## config.mk

```make
export PLATFORM = sky130hd
export DESIGN_NAME = boot_image_loader
export DESIGN_NICKNAME = d
export VERILOG_FILES = /design/src/rtl/boot_ldr_pkg.sv /design/src/rtl/boot_ldr_seq.sv /design/src/rtl/boot_ldr_portsel.sv /design/src/rtl/boot_image_loader.sv
export SDC_FILE = /design/constraint.sdc
export NUM_CORES = 1
export LEC_CHECK = 0
export CAP_MARGIN = 20
export CORE_AREA = 3 3 68 70
export DETAILED_ROUTE_END_ITERATION = 8
export DIE_AREA = 0 0 71 73
export DONT_BUFFER_PORTS = 1
export GPL_TIMING_DRIVEN = 0
export PLACE_DENSITY = 0.36
export SYNTH_ARGS = -nofsm -noshare
export SYNTH_HDL_FRONTEND = slang
export SYNTH_SLANG_ARGS = --single-unit
```

## constraint.sdc

```tcl
create_clock -name clk -period 2.3 [get_ports clk]
set_clock_uncertainty 0.1 [all_clocks]
set_input_delay 0.69 -clock clk [delete_from_list [all_inputs] [get_ports clk]]
set_output_delay 0.69 -clock clk [all_outputs]
set_load 0.05 [all_outputs]
```

## src/rtl/boot_ldr_pkg.sv

```systemverilog
package boot_ldr_pkg;
   typedef enum logic [1:0] {
      LD_COPY = 2'd0,
      LD_TAIL = 2'd1,
      LD_RUN  = 2'd2
   } ldr_state_e;

   function automatic int unsigned idx_width(input int unsigned words);
      return (words > 1) ? $clog2(words) : 1;
   endfunction
endpackage

```

## src/rtl/boot_ldr_seq.sv

```systemverilog
module boot_ldr_seq
   import boot_ldr_pkg::*;
#(
   parameter int unsigned IMG_WORDS = 16,
   parameter int unsigned ROM_AW    = idx_width(IMG_WORDS)
) (
   input  logic              clk,
   input  logic              rst_n,
   output logic [ROM_AW-1:0] rd_idx,
   output logic [ROM_AW-1:0] wr_idx,
   output logic              wr_pend,
   output logic              done
);
   localparam logic [ROM_AW-1:0] LAST_IDX = ROM_AW'(IMG_WORDS - 1);

   ldr_state_e state;

   always_ff @(posedge clk or negedge rst_n) begin
      if (!rst_n) begin
         state   <= LD_COPY;
         rd_idx  <= '0;
         wr_idx  <= '0;
         wr_pend <= 1'b0;
      end else begin
         case (state)
            LD_COPY: begin
               wr_pend <= 1'b1;
               wr_idx  <= rd_idx;
               if (rd_idx == LAST_IDX) state <= LD_TAIL;
               else                    rd_idx <= rd_idx + 1'b1;
            end
            LD_TAIL: begin
               wr_pend <= 1'b0;
               state   <= LD_RUN;
            end
            default: begin
               wr_pend <= 1'b0;
               state   <= LD_RUN;
            end
         endcase
      end
   end

   assign done = (state == LD_RUN);

   // store address advances by one word per cycle while copying
   assert_rom_step_R3: assert property (@(posedge clk) disable iff (!rst_n)
      ($past(rst_n) && state == LD_COPY && $past(state) == LD_COPY)
         |-> rd_idx == $past(rd_idx) + 1'b1);

   // consecutive copy writes use consecutive word indices
   assert_write_order_R2: assert property (@(posedge clk) disable iff (!rst_n)
      ($past(rst_n) && wr_pend && $past(wr_pend)) |-> wr_idx == $past(wr_idx) + 1'b1);

   // no copy write once the run state is reached
   assert_no_late_write_R8: assert property (@(posedge clk) disable iff (!rst_n)
      done |-> !wr_pend);
endmodule

```

## src/rtl/boot_ldr_portsel.sv

```systemverilog
module boot_ldr_portsel #(
   parameter int unsigned ADDR_W = 32,
   parameter int unsigned DATA_W = 32,
   parameter int unsigned LANES  = DATA_W / 8
) (
   input  logic              sel_cpu,
   input  logic              ldr_wr_en,
   input  logic [ADDR_W-1:0] ldr_addr,
   input  logic [DATA_W-1:0] ldr_wdata,
   input  logic              cpu_wr_en,
   input  logic [ADDR_W-1:0] cpu_addr,
   input  logic [DATA_W-1:0] cpu_wdata,
   input  logic [LANES-1:0]  cpu_strb,
   output logic              mem_wr_en,
   output logic [ADDR_W-1:0] mem_addr,
   output logic [DATA_W-1:0] mem_wdata,
   output logic [LANES-1:0]  mem_strb
);
   logic [LANES-1:0] ldr_strb;

   // copy writes always fill every byte lane
   for (genvar g = 0; g < LANES; g++) begin : g_lane
      assign ldr_strb[g] = ldr_wr_en;
   end

   always_comb begin
      if (sel_cpu) begin
         mem_wr_en = cpu_wr_en;
         mem_addr  = cpu_addr;
         mem_wdata = cpu_wdata;
         mem_strb  = cpu_strb;
      end else begin
         mem_wr_en = ldr_wr_en;
         mem_addr  = ldr_addr;
         mem_wdata = ldr_wdata;
         mem_strb  = ldr_strb;
      end
   end
endmodule

```

## src/rtl/boot_image_loader.sv

```systemverilog
module boot_image_loader
   import boot_ldr_pkg::*;
#(
   parameter int unsigned       ADDR_W     = 32,
   parameter int unsigned       DATA_W     = 32,
   parameter int unsigned       IMG_WORDS  = 16,
   parameter logic [ADDR_W-1:0] ENTRY_ADDR = 'h40,
   localparam int unsigned      ROM_AW     = idx_width(IMG_WORDS),
   localparam int unsigned      LANES      = DATA_W / 8
) (
   input  logic              clk,
   input  logic              rst_n,
   output logic [ROM_AW-1:0] rom_addr,
   input  logic [DATA_W-1:0] rom_data,
   input  logic              cpu_wr_en,
   input  logic [ADDR_W-1:0] cpu_addr,
   input  logic [DATA_W-1:0] cpu_wdata,
   input  logic [LANES-1:0]  cpu_strb,
   output logic              mem_wr_en,
   output logic [ADDR_W-1:0] mem_addr,
   output logic [DATA_W-1:0] mem_wdata,
   output logic [LANES-1:0]  mem_strb,
   output logic              load_done,
   output logic              insn_valid
);
   localparam logic [ADDR_W-1:0] STEP      = ADDR_W'(LANES);
   localparam logic [ADDR_W-1:0] LAST_ADDR = ENTRY_ADDR + ADDR_W'(IMG_WORDS - 1) * STEP;

   if (DATA_W < 8 || (DATA_W % 8) != 0) begin : g_bad_width
      $error("DATA_W must be a positive multiple of 8");
   end
   if (IMG_WORDS < 1) begin : g_bad_len
      $error("IMG_WORDS must be at least 1");
   end
   if ((ENTRY_ADDR % STEP) != 0) begin : g_bad_entry
      $error("ENTRY_ADDR must be word aligned");
   end

   logic [ROM_AW-1:0] wr_idx;
   logic              wr_pend;
   logic              done;
   logic [ADDR_W-1:0] ldr_addr;

   boot_ldr_seq #(.IMG_WORDS(IMG_WORDS), .ROM_AW(ROM_AW)) u_seq (
      .clk    (clk),
      .rst_n  (rst_n),
      .rd_idx (rom_addr),
      .wr_idx (wr_idx),
      .wr_pend(wr_pend),
      .done   (done)
   );

   assign ldr_addr = ENTRY_ADDR + ADDR_W'(wr_idx) * STEP;

   boot_ldr_portsel #(.ADDR_W(ADDR_W), .DATA_W(DATA_W), .LANES(LANES)) u_sel (
      .sel_cpu  (done),
      .ldr_wr_en(wr_pend),
      .ldr_addr (ldr_addr),
      .ldr_wdata(rom_data),
      .cpu_wr_en(cpu_wr_en),
      .cpu_addr (cpu_addr),
      .cpu_wdata(cpu_wdata),
      .cpu_strb (cpu_strb),
      .mem_wr_en(mem_wr_en),
      .mem_addr (mem_addr),
      .mem_wdata(mem_wdata),
      .mem_strb (mem_strb)
   );

   assign load_done  = done;
   assign insn_valid = done;

   // completion is sticky
   assert_done_sticky_R4: assert property (@(posedge clk) disable iff (!rst_n)
      load_done |=> load_done);

   // completion follows directly on the write of the last image word
   assert_done_after_last_R4: assert property (@(posedge clk) disable iff (!rst_n)
      ($past(rst_n) && $rose(load_done)) |-> ($past(mem_wr_en) && $past(mem_addr) == LAST_ADDR));

   // copy writes fill every lane and stay inside the image area
   assert_copy_shape_R2: assert property (@(posedge clk) disable iff (!rst_n)
      (!load_done && mem_wr_en) |-> (mem_strb == '1 && mem_addr >= ENTRY_ADDR && mem_addr <= LAST_ADDR));

   // fetching is never enabled before the copy ends
   assert_fetch_gate_R7: assert property (@(posedge clk) disable iff (!rst_n)
      insn_valid |-> load_done);

   // an idle processor produces no memory write after handoff
   assert_idle_after_R8: assert property (@(posedge clk) disable iff (!rst_n)
      (load_done && !cpu_wr_en) |-> !mem_wr_en);
endmodule

```

Word level (Yosys, flattened, before mapping). Index checks and enable logic that the tools add are counted.

Register bits: 11. Output and inout port bits: 75. Logic and storage cells: 19.

$add $sub $neg: 2. Eq/ne operators: 3. Multiplexer cells: 7. Bitwise gates (word level): 1. Reductions and logical operators: 2.

Operator list (count): 32-bit two-way mux (2); 7-bit by 6-bit adder with 8-bit output (first input constant) (1); 4-bit by 1-bit adder with 4-bit output (second input constant) (1); 4-bit == test (second input constant) (1); 2-bit two-way mux (2); 4-bit two-way mux (1); 2-bit == test (second input constant) (1); 2-bit zero test (1); 1-bit two-way mux (2); 2-bit by 1-bit != test with 1-bit output (second input constant) (1); 2-bit AND reduction (1); 1-bit inverter (1).

Logic depth before layout (Yosys ltp). Gate-level depths: netlist of run 1.

Word-level depth: 3. Gate-level depth with buffers: 4.

Hierarchy. A second synthesis of run 1 with hierarchy kept.

Cells, all modules: 112. Area, all modules: 1355.0 um^2.

Modules (own cells, without submodules): boot_ldr_portsel (instances 1, cells an instance 77, area each 877.1 um^2); boot_ldr_seq (instances 1, cells an instance 32, area each 462.9 um^2); boot_image_loader (instances 1, cells an instance 3, area each 15.0 um^2).

Worst setup path after synthesis of run 1. OpenSTA, ideal clock, no wires.

Path type: flip-flop to output port. From: register u_seq.state[0]. To: output port mem_addr[22]. Arrival time: 1733 ps. Setup slack: -223 ps. Stages on the path, launching flop included: 5. Path buffers: 2. Cell sequence: dfrtp_1 -> nor2b_1 -> buf_2 -> clkbuf_1 -> and2_1.

Cells in the longest elaborated chain, start to end: 2.

Ends and longest elaborated chain: from (decl) (line boot_ldr_seq.sv:16) `ldr_state_e state;`; from (signal assigned) (line boot_ldr_seq.sv:20) `state <= LD_COPY;`; from (signal assigned) (line boot_ldr_seq.sv:29) `if (rd_idx == LAST_IDX) state <= LD_TAIL;`; from (signal assigned) (line boot_ldr_seq.sv:34) `state <= LD_RUN;`; 2-bit == test (line boot_ldr_seq.sv:44) `assign done = (state == LD_RUN);`; via insn_valid (line boot_image_loader.sv:24) `output logic insn_valid`; 32-bit two-way mux (line boot_ldr_portsel.sv:27) `if (sel_cpu) begin`; to (decl) (line boot_image_loader.sv:20) `output logic [ADDR_W-1:0] mem_addr,`.

The timed path passes the listed nets, and every way through them passes these cells.

Final worst setup path of run 1.
From: register u_seq.state[0]. To: output port mem_wdata[7].

Cells in the longest elaborated chain, start to end: 2.

Ends and longest elaborated chain: 2-bit == test (line boot_ldr_seq.sv:44); 32-bit two-way mux (line boot_ldr_portsel.sv:27); to (decl) (line boot_image_loader.sv:21) `output logic [DATA_W-1:0] mem_wdata,`.

Every way passes these cells.

==> impl_metrics.csv, run 1 <==
group,metric,value,unit
yosys,yosys.area.top_type,"mux2_2",
routing,route.detailed.drc,0,
power,power.total,0.720,mW
yosys,yosys_warnings,0,
clock_tree,ctsRootBufferMaster,"clkbuf_8",
routing,via_count,875,
yosys,synthTopCellsByArea,"mux2_2 42%, dfrtp_1 25%, and2_1 16%, a21o_1 3.4%, buf_4 3.4%",
sta,setup_viol,0,
yosys,ys_ff_latch,11,
placement,io_buffers,0,
grt,grt_max_degree,12,
layout,fill_cells,411,
floorplan,die_w,71,um
sta,max_freq,440,MHz
sta,fin_ws,0.0278,ns
yosys,netlist.area_leader.share,41.5,%
sta,tightest_slew,0.606,ns
yosys,synth_area,0.00111,mm^2
routing,drt-initial-drc-count,26,
sta,slew_violations,0,
yosys,synth.most_common_cell,"mux2_2",
sta,setup_tns,0,ns
clock_tree,clk_latency,0.23,ns
floorplan,coreArea,0.00403,mm^2
yosys,ys_seq_area_share,24.7,%
grt,grt.overflow.total,0,
worst_setup_path,cp.required,1.51,ns
floorplan,die_h,73,um
placement,dpl_worst_slack,-0.0861,ns
sta,rsz0062_at_grt,"yes",
worst_setup_path,worst-r2r-cell-count,4,
floorplan,num_rows,23,
routing,first_pass_iters,4,
worst_setup_path,crit_start,"u_seq.state[0]",
layout,area_delta_synth_final,36.3,%
power,pwr-share-clk,25.7,%
worst_setup_path,cp-start-kind,"flop",
power,irDropWorstVdd,0.295,mV
worst_setup_path,cp.arrival,1.48,ns
layout,drive_above_1_share,80.0,%
clock_tree,cts_tree,"done",
hold_path,min_path_type,"in2async",
worst_setup_path,r2r_start,"u_seq.rd_idx[0]",
grt,track_usage,13.2,%
sta,finalCriticalPeriod,2.27,ns
flow_run,cap_violations,0,
clock_tree,clk_pin_slew,0.05,ns
routing,viasPerCell,5.30,
yosys,synth_edf_count,0,
yosys,synth_common_cells,"41 x mux2_2, 28 x and2_1, 11 x dfrtp_1",
sta,holdWs,0.0511,ns
routing,ant_nets,0,
power,intPower,0.401,mW
power,p_sw_share,44.3,%
layout,fin_nets,220,
sta,period_share,98.8,%
power,cellPowerDensity,475,mW/mm^2
worst_setup_path,path_max_fanout,5,
clock_tree,postCtsHoldBufs,0,
sta,slew_headroom,59.6,%
placement,dpl.hpwl,3350,um
yosys,async_reset_ff_share,100,%
yosys,synth_cell_types,19,
power,seqPwrFrac,27.0,%
yosys,synth_area_per_cell,10.2,um^2
run_status,outcome,"completed",
grt,grt_pass1_wl,5290,um
routing,avgRoutedWirePerCell,25.3,um
routing,wirelength,4180,um
floorplan,ios,178,
floorplan,start_util,27.6,%
power,p_sw,0.319,mW
worst_setup_path,rrSetupSlack,0.45,ns
clock_tree,cts_buffer_depth,2,
worst_setup_path,path_class,"reg2out",
placement,gp_congestion,0.691,
worst_setup_path,cp-end-kind,"output port",
sta,hold_violations,0,
clock_tree,h-tree-depth,1,
grt,antenna_found_initial,0,
layout,diodes,0,
yosys,synth_cells,109,
clock_tree,cts.sinks,11,
yosys,synth_ff_type,"dfrtp_1",
power,leakage,0.765,nW
floorplan,fp.dieArea,0.00518,mm^2
power,power_frac_comb,47.3,%
yosys,syn_nets,213,
grt,first_global_vias,914,
clock_tree,cts_buffers,3,
worst_setup_path,reg2reg_to,"u_seq.rd_idx[1]",
## worst max-delay path, stage by stage (launching register included)
cell	delay, ns
dfrtp_1	0.38
nor2b_2	0.15
buf_4	0.18
clkbuf_16	0.16
mux2_4	0.39
## flip-flops by register name, summed over array words and instances, names as in the netlist
name           cells
u_seq.wr_idx       4
u_seq.wr_pend      1
u_seq.state        2
u_seq.rd_idx       4
## stage by stage
| stage | utilization [%] | cell area [um^2] | instances |
|---|---|---|---|
| CTS | 35.7 | 1440 | 163 |
| global placement | 29.2 | 1180 | 159 |
| global route | 37.6 | 1520 | 165 |
| detailed placement | 29.2 | 1180 | 159 |
| finish | 37.6 | 1520 | 165 |
| floorplan | - | 1110 | 109 |
## layer usage
layer  share of wire, %  GRT usage (%)
met5                  0              0
met4               0.91           3.13
met3                7.4           2.89
met2                 60           25.4
met1                 32           14.7
## timing repair
item,4_1_cts,5_1_grt
gates cloned,0,2
endpoints found under the hold margin,0,0
buffers inserted,0,0
resized for setup,90,24
setup endpoints to repair,69,63
## power by group through the flow
stage | sequential [mW] | combinational, mW | clock (mW)
2_1_floorplan | 0.197 | 0.285 | 0
3_3_place_gp | 0.197 | 0.299 | 0
3_5_place_dp | 0.197 | 0.297 | 0
4_1_cts | 0.194 | 0.335 | 0.196
5_1_grt | 0.194 | 0.346 | 0.210
6_report | 0.194 | 0.341 | 0.185
## logic make-up (layout without fill, tap and decap cells)
group	count (synthesis)	count (layout)	synth area share (%)
DFF	11	11	24.7
muxes	42	42	42.9
AOI/OAI and AO/OA	7	7	4.39
adders and majority gates	1	1	1.12
buffers and inverters	10	16	5.40
xor gates and xnor gates	1	1	0.788
and+or+nand+nor	37	37	20.7
## layout make-up
type	count	area [um^2]	area share, %
multi-input combinational	88	1000	66.0
sequential	11	275	18.2
buffer	9	93.8	6.19
tap	50	62.6	4.13
clock buffer	4	45.0	2.97
timing repair buffer	2	32.5	2.15
inverter	1	6.26	0.413
## how the worst max path moves through the flow
stage,to,slack [ns],cells past startpoint
floorplan,mem_addr[22],0.08,4
global placement,mem_addr[25],-0.07,4
detailed placement,mem_addr[25],-0.09,4
CTS,mem_wdata[0],-0.02,4
global route,mem_addr[7],-0.05,4
finish,mem_wdata[7],0.03,4
## layout by cell type, fill, tap and decap left out, types with 2 or more instances in the layout
| cell | count |
|---|---|
| clkbuf_8 | 3 |
| nor2b_2 | 2 |
| nand2b_1 | 2 |
| buf_6 | 3 |
| mux2_4 | 37 |
| mux2_2 | 5 |
| a21o_4 | 2 |
| and2_4 | 25 |
| dfrtp_1 | 11 |
| a21o_2 | 3 |
| and2_2 | 2 |
| buf_4 | 3 |
Power figures use the tool's default switching activity.
==> run 2: changes to the inputs <==
--- a/config.mk
+++ b/config.mk
@@ -5,13 +5,13 @@
 export SDC_FILE = /design/constraint.sdc
 export NUM_CORES = 1
 export LEC_CHECK = 0
+export ABC_AREA = 1
 export CAP_MARGIN = 20
 export CORE_AREA = 3 3 68 70
 export DETAILED_ROUTE_END_ITERATION = 8
 export DIE_AREA = 0 0 71 73
 export DONT_BUFFER_PORTS = 1
 export GPL_TIMING_DRIVEN = 0
-export PLACE_DENSITY = 0.36
 export SYNTH_ARGS = -nofsm -noshare
 export SYNTH_HDL_FRONTEND = slang
 export SYNTH_SLANG_ARGS = --single-unit
==> run 2 against run 1 <==
The run now ends with setup timing left. Routed wire length up 5.2%. Largest cell class unchanged. Highest routed layer unchanged. Synthesized cell count grew 110%. Clock-buffer cell count stayed put. Critical path type unchanged. Sequential share of layout area down 1.1 points. Non-clock buffer count up 2. Core utilization is 2.5 points higher. Final area is 6.5% higher. Via count up 56%.
==> impl_metrics.csv, run 2 <==
group,metric,value,unit
run_status,outcome,"finished, violations left",
run_status,violations,"setup timing",
layout,layout_common_cells,"83 x nand2_1, 34 x inv_1, 26 x nor2_2",
hold_path,min_path_type,"in2async",
grt,grt_pass1_wl,5460,um
clock_tree,cts_tree,"done",
grt,grt.overflow.total,0,
yosys,synth.most_common_cell,"nand2_1",
power,cellPowerDensity,444,mW/mm^2
yosys,netlist.area_leader.share,37.5,%
grt,grt_use_met1,16.1,%
grt,grt_busiest_layer,"met2",
clock_tree,h-tree-depth,1,
power,irDropWorstVdd,0.323,mV
grt,use_met2,23.8,%
clock_tree,post_cts_buffers,0,
power,leakage,0.897,nW
sta,slew_headroom,58.1,%
floorplan,die_h,73,um
flow_run,cap_violations,0,
routing,first_pass_iters,4,
yosys,ys_seq_area_share,22.9,%
grt,antenna_found_initial,0,
yosys,synth_common_cells,"120 x nand2_1, 34 x inv_1, 30 x nor2_1",
routing,avgRoutedWirePerCell,15.5,um
layout,final_cells,283,
placement,placed_cell_area,0.00127,mm^2
clock_tree,cts_buffers,3,
clock_tree,clk_latency,0.24,ns
clock_tree,cts.sinks,11,
routing,viasPerCell,4.82,
yosys,synthTopCellsByArea,"nand2_1 38%, dfrtp_1 23%, inv_1 11%, nor2_1 9.4%, buf_6 4.7%",
layout,final_common_cell,"nand2_1",
placement,gp_congestion,0.758,
floorplan,num_rows,23,
sta,fin_ws,-0.00427,ns
placement,dp.cells,279,
worst_setup_path,cp-end-kind,"output port",
yosys,yosys_warnings,0,
yosys,synth_ff_type,"dfrtp_1",
layout,final_cell_area,0.00162,mm^2
power,power.total,0.717,mW
clock_tree,clk_pin_slew,0.05,ns
floorplan,fp.dieArea,0.00518,mm^2
grt,track_usage,12.9,%
routing,drt-initial-drc-count,19,
sta,max_freq,434,MHz
yosys,synth_area,0.00120,mm^2
worst_setup_path,cp-start-kind,"flop",
worst_setup_path,cp.arrival,1.51,ns
yosys,synth_edf_count,0,
routing,via_count,1365,
routing,ant_nets,0,
layout,fin_nets,338,
clock_tree,cts_buffer_depth,2,
yosys,synth_cells,228,
yosys,synth_cell_types,20,
sta,setup_tns,-0.00960,ns
yosys,async_reset_ff_share,100,%
sta,finalCriticalPeriod,2.30,ns
sta,slew_violations,0,
worst_setup_path,rrSetupSlack,0.72,ns
layout,area_delta_synth_final,34.6,%
routing,route.detailed.drc,0,
layout,drive_above_1_share,38.6,%
yosys,syn_nets,332,
sta,hold_violations,0,
worst_setup_path,r2r_start,"u_seq.rd_idx[1]",
yosys,yosys.area.top_type,"nand2_1",
floorplan,ios,178,
worst_setup_path,path_max_fanout,10,
layout,top_regs,"u_seq.rd_idx (4), u_seq.wr_idx (4), u_seq.state (2)",
worst_setup_path,cp.required,1.51,ns
grt,first_global_vias,1133,
layout,diodes,0,
worst_setup_path,path_class,"reg2out",
sta,tightest_slew,0.628,ns
sta,rsz0062_at_grt,"yes",
floorplan,start_util,29.8,%
yosys,synth_area_per_cell,5.26,um^2
yosys,ys_ff_latch,11,
worst_setup_path,worst-r2r-cell-count,4,
clock_tree,ctsRootBufferMaster,"clkbuf_8",
worst_setup_path,reg2reg_to,"u_seq.rd_idx[0]",
floorplan,die_w,71,um
grt,use_met3,1.79,%
placement,dpl.hpwl,3500,um
placement,dpl_worst_slack,-0.0237,ns
placement,io_buffers,0,
sta,setup_viol,3,
grt,grt_max_degree,12,
floorplan,coreArea,0.00403,mm^2
routing,wirelength,4400,um
sta,period_share,100,%
-- run 2: cell count changes after synthesis, moves of 3 or more --
cell,before,now
mux2_2,41,0
o21ai_1,0,3
and2_1,28,0
clkbuf_1,3,0
o21ai_0,0,5
nor2b_1,3,0
buf_4,5,2
nor2_1,1,30
a21o_1,5,0
nand2_1,0,120
buf_2,1,5
inv_1,0,34
buf_6,0,5
-- run 2: cell type report --
type	instances	area [um^2]
clock buffers	4	45.0
multi-input cells	170	991
plain buffers	12	100
repair buffers	1	7.51
well taps	50	62.6
flip-flops and latches	11	275
fillers	438	2410
inverters	35	134
-- run 2: stage by stage --
step / utilization (%) / hold WS, ns
finish: 40.1 / 0.0455
global route: 40.1 / 0.0347
CTS: 36.1 / 0.0398
detailed placement: 31.5 / 0.295
global placement: 31.3 / 0.295
floorplan: - / 0.294
-- run 2: worst max-delay path: stages, from the launching register on --
cell and delay, ns:
dfrtp_1 0.38, inv_1 0.09, nand2_4 0.10, buf_2 0.23, nor2_2 0.48
-- run 2: repair_timing --
action / 4_1_cts / 5_1_grt
hold buffers: 0 / 0
gates resized for setup: 49 / 43
setup endpoints to repair: 67 / 48
-- run 2: worst max path at each step --
stage              startpoint            to
2_1_floorplan  u_seq.state[1]   mem_addr[2]
3_3_place_gp   u_seq.state[1]   mem_addr[2]
3_5_place_dp   u_seq.state[1]   mem_addr[5]
4_1_cts        u_seq.state[0]   mem_addr[9]
5_1_grt        u_seq.state[0]  mem_addr[19]
6_report       u_seq.state[0]  mem_addr[12]
-- run 2: power by group --
group          leakage (nW)  total [mW]  switching (mW)  internal (mW)
logic                 0.767       0.331           0.285         0.0460
clock network        0.0228       0.192          0.0701          0.121
registers             0.107       0.194               0          0.194
-- run 2: cell families (layout without fill, tap and decap cells) --
kind of cell | after synthesis | after routing | synth area share, %
and+or+nand+nor | 158 | 158 | 51.6
buffers and inverters | 47 | 52 | 19.2
DFF | 11 | 11 | 22.9
AOI/OAI and AO/OA | 9 | 9 | 3.75
xor gates and xnor gates | 2 | 2 | 1.46
adders and majority gates | 1 | 1 | 1.04
-- run 2: per-layer routing --
layer | vias to the layer above | wire length [um]
met1 | 614 | 1650
met2 | 83 | 2420
met4 | 0 | 19
met3 | 2 | 317
li1 | 666 | -
met5 | - | 0
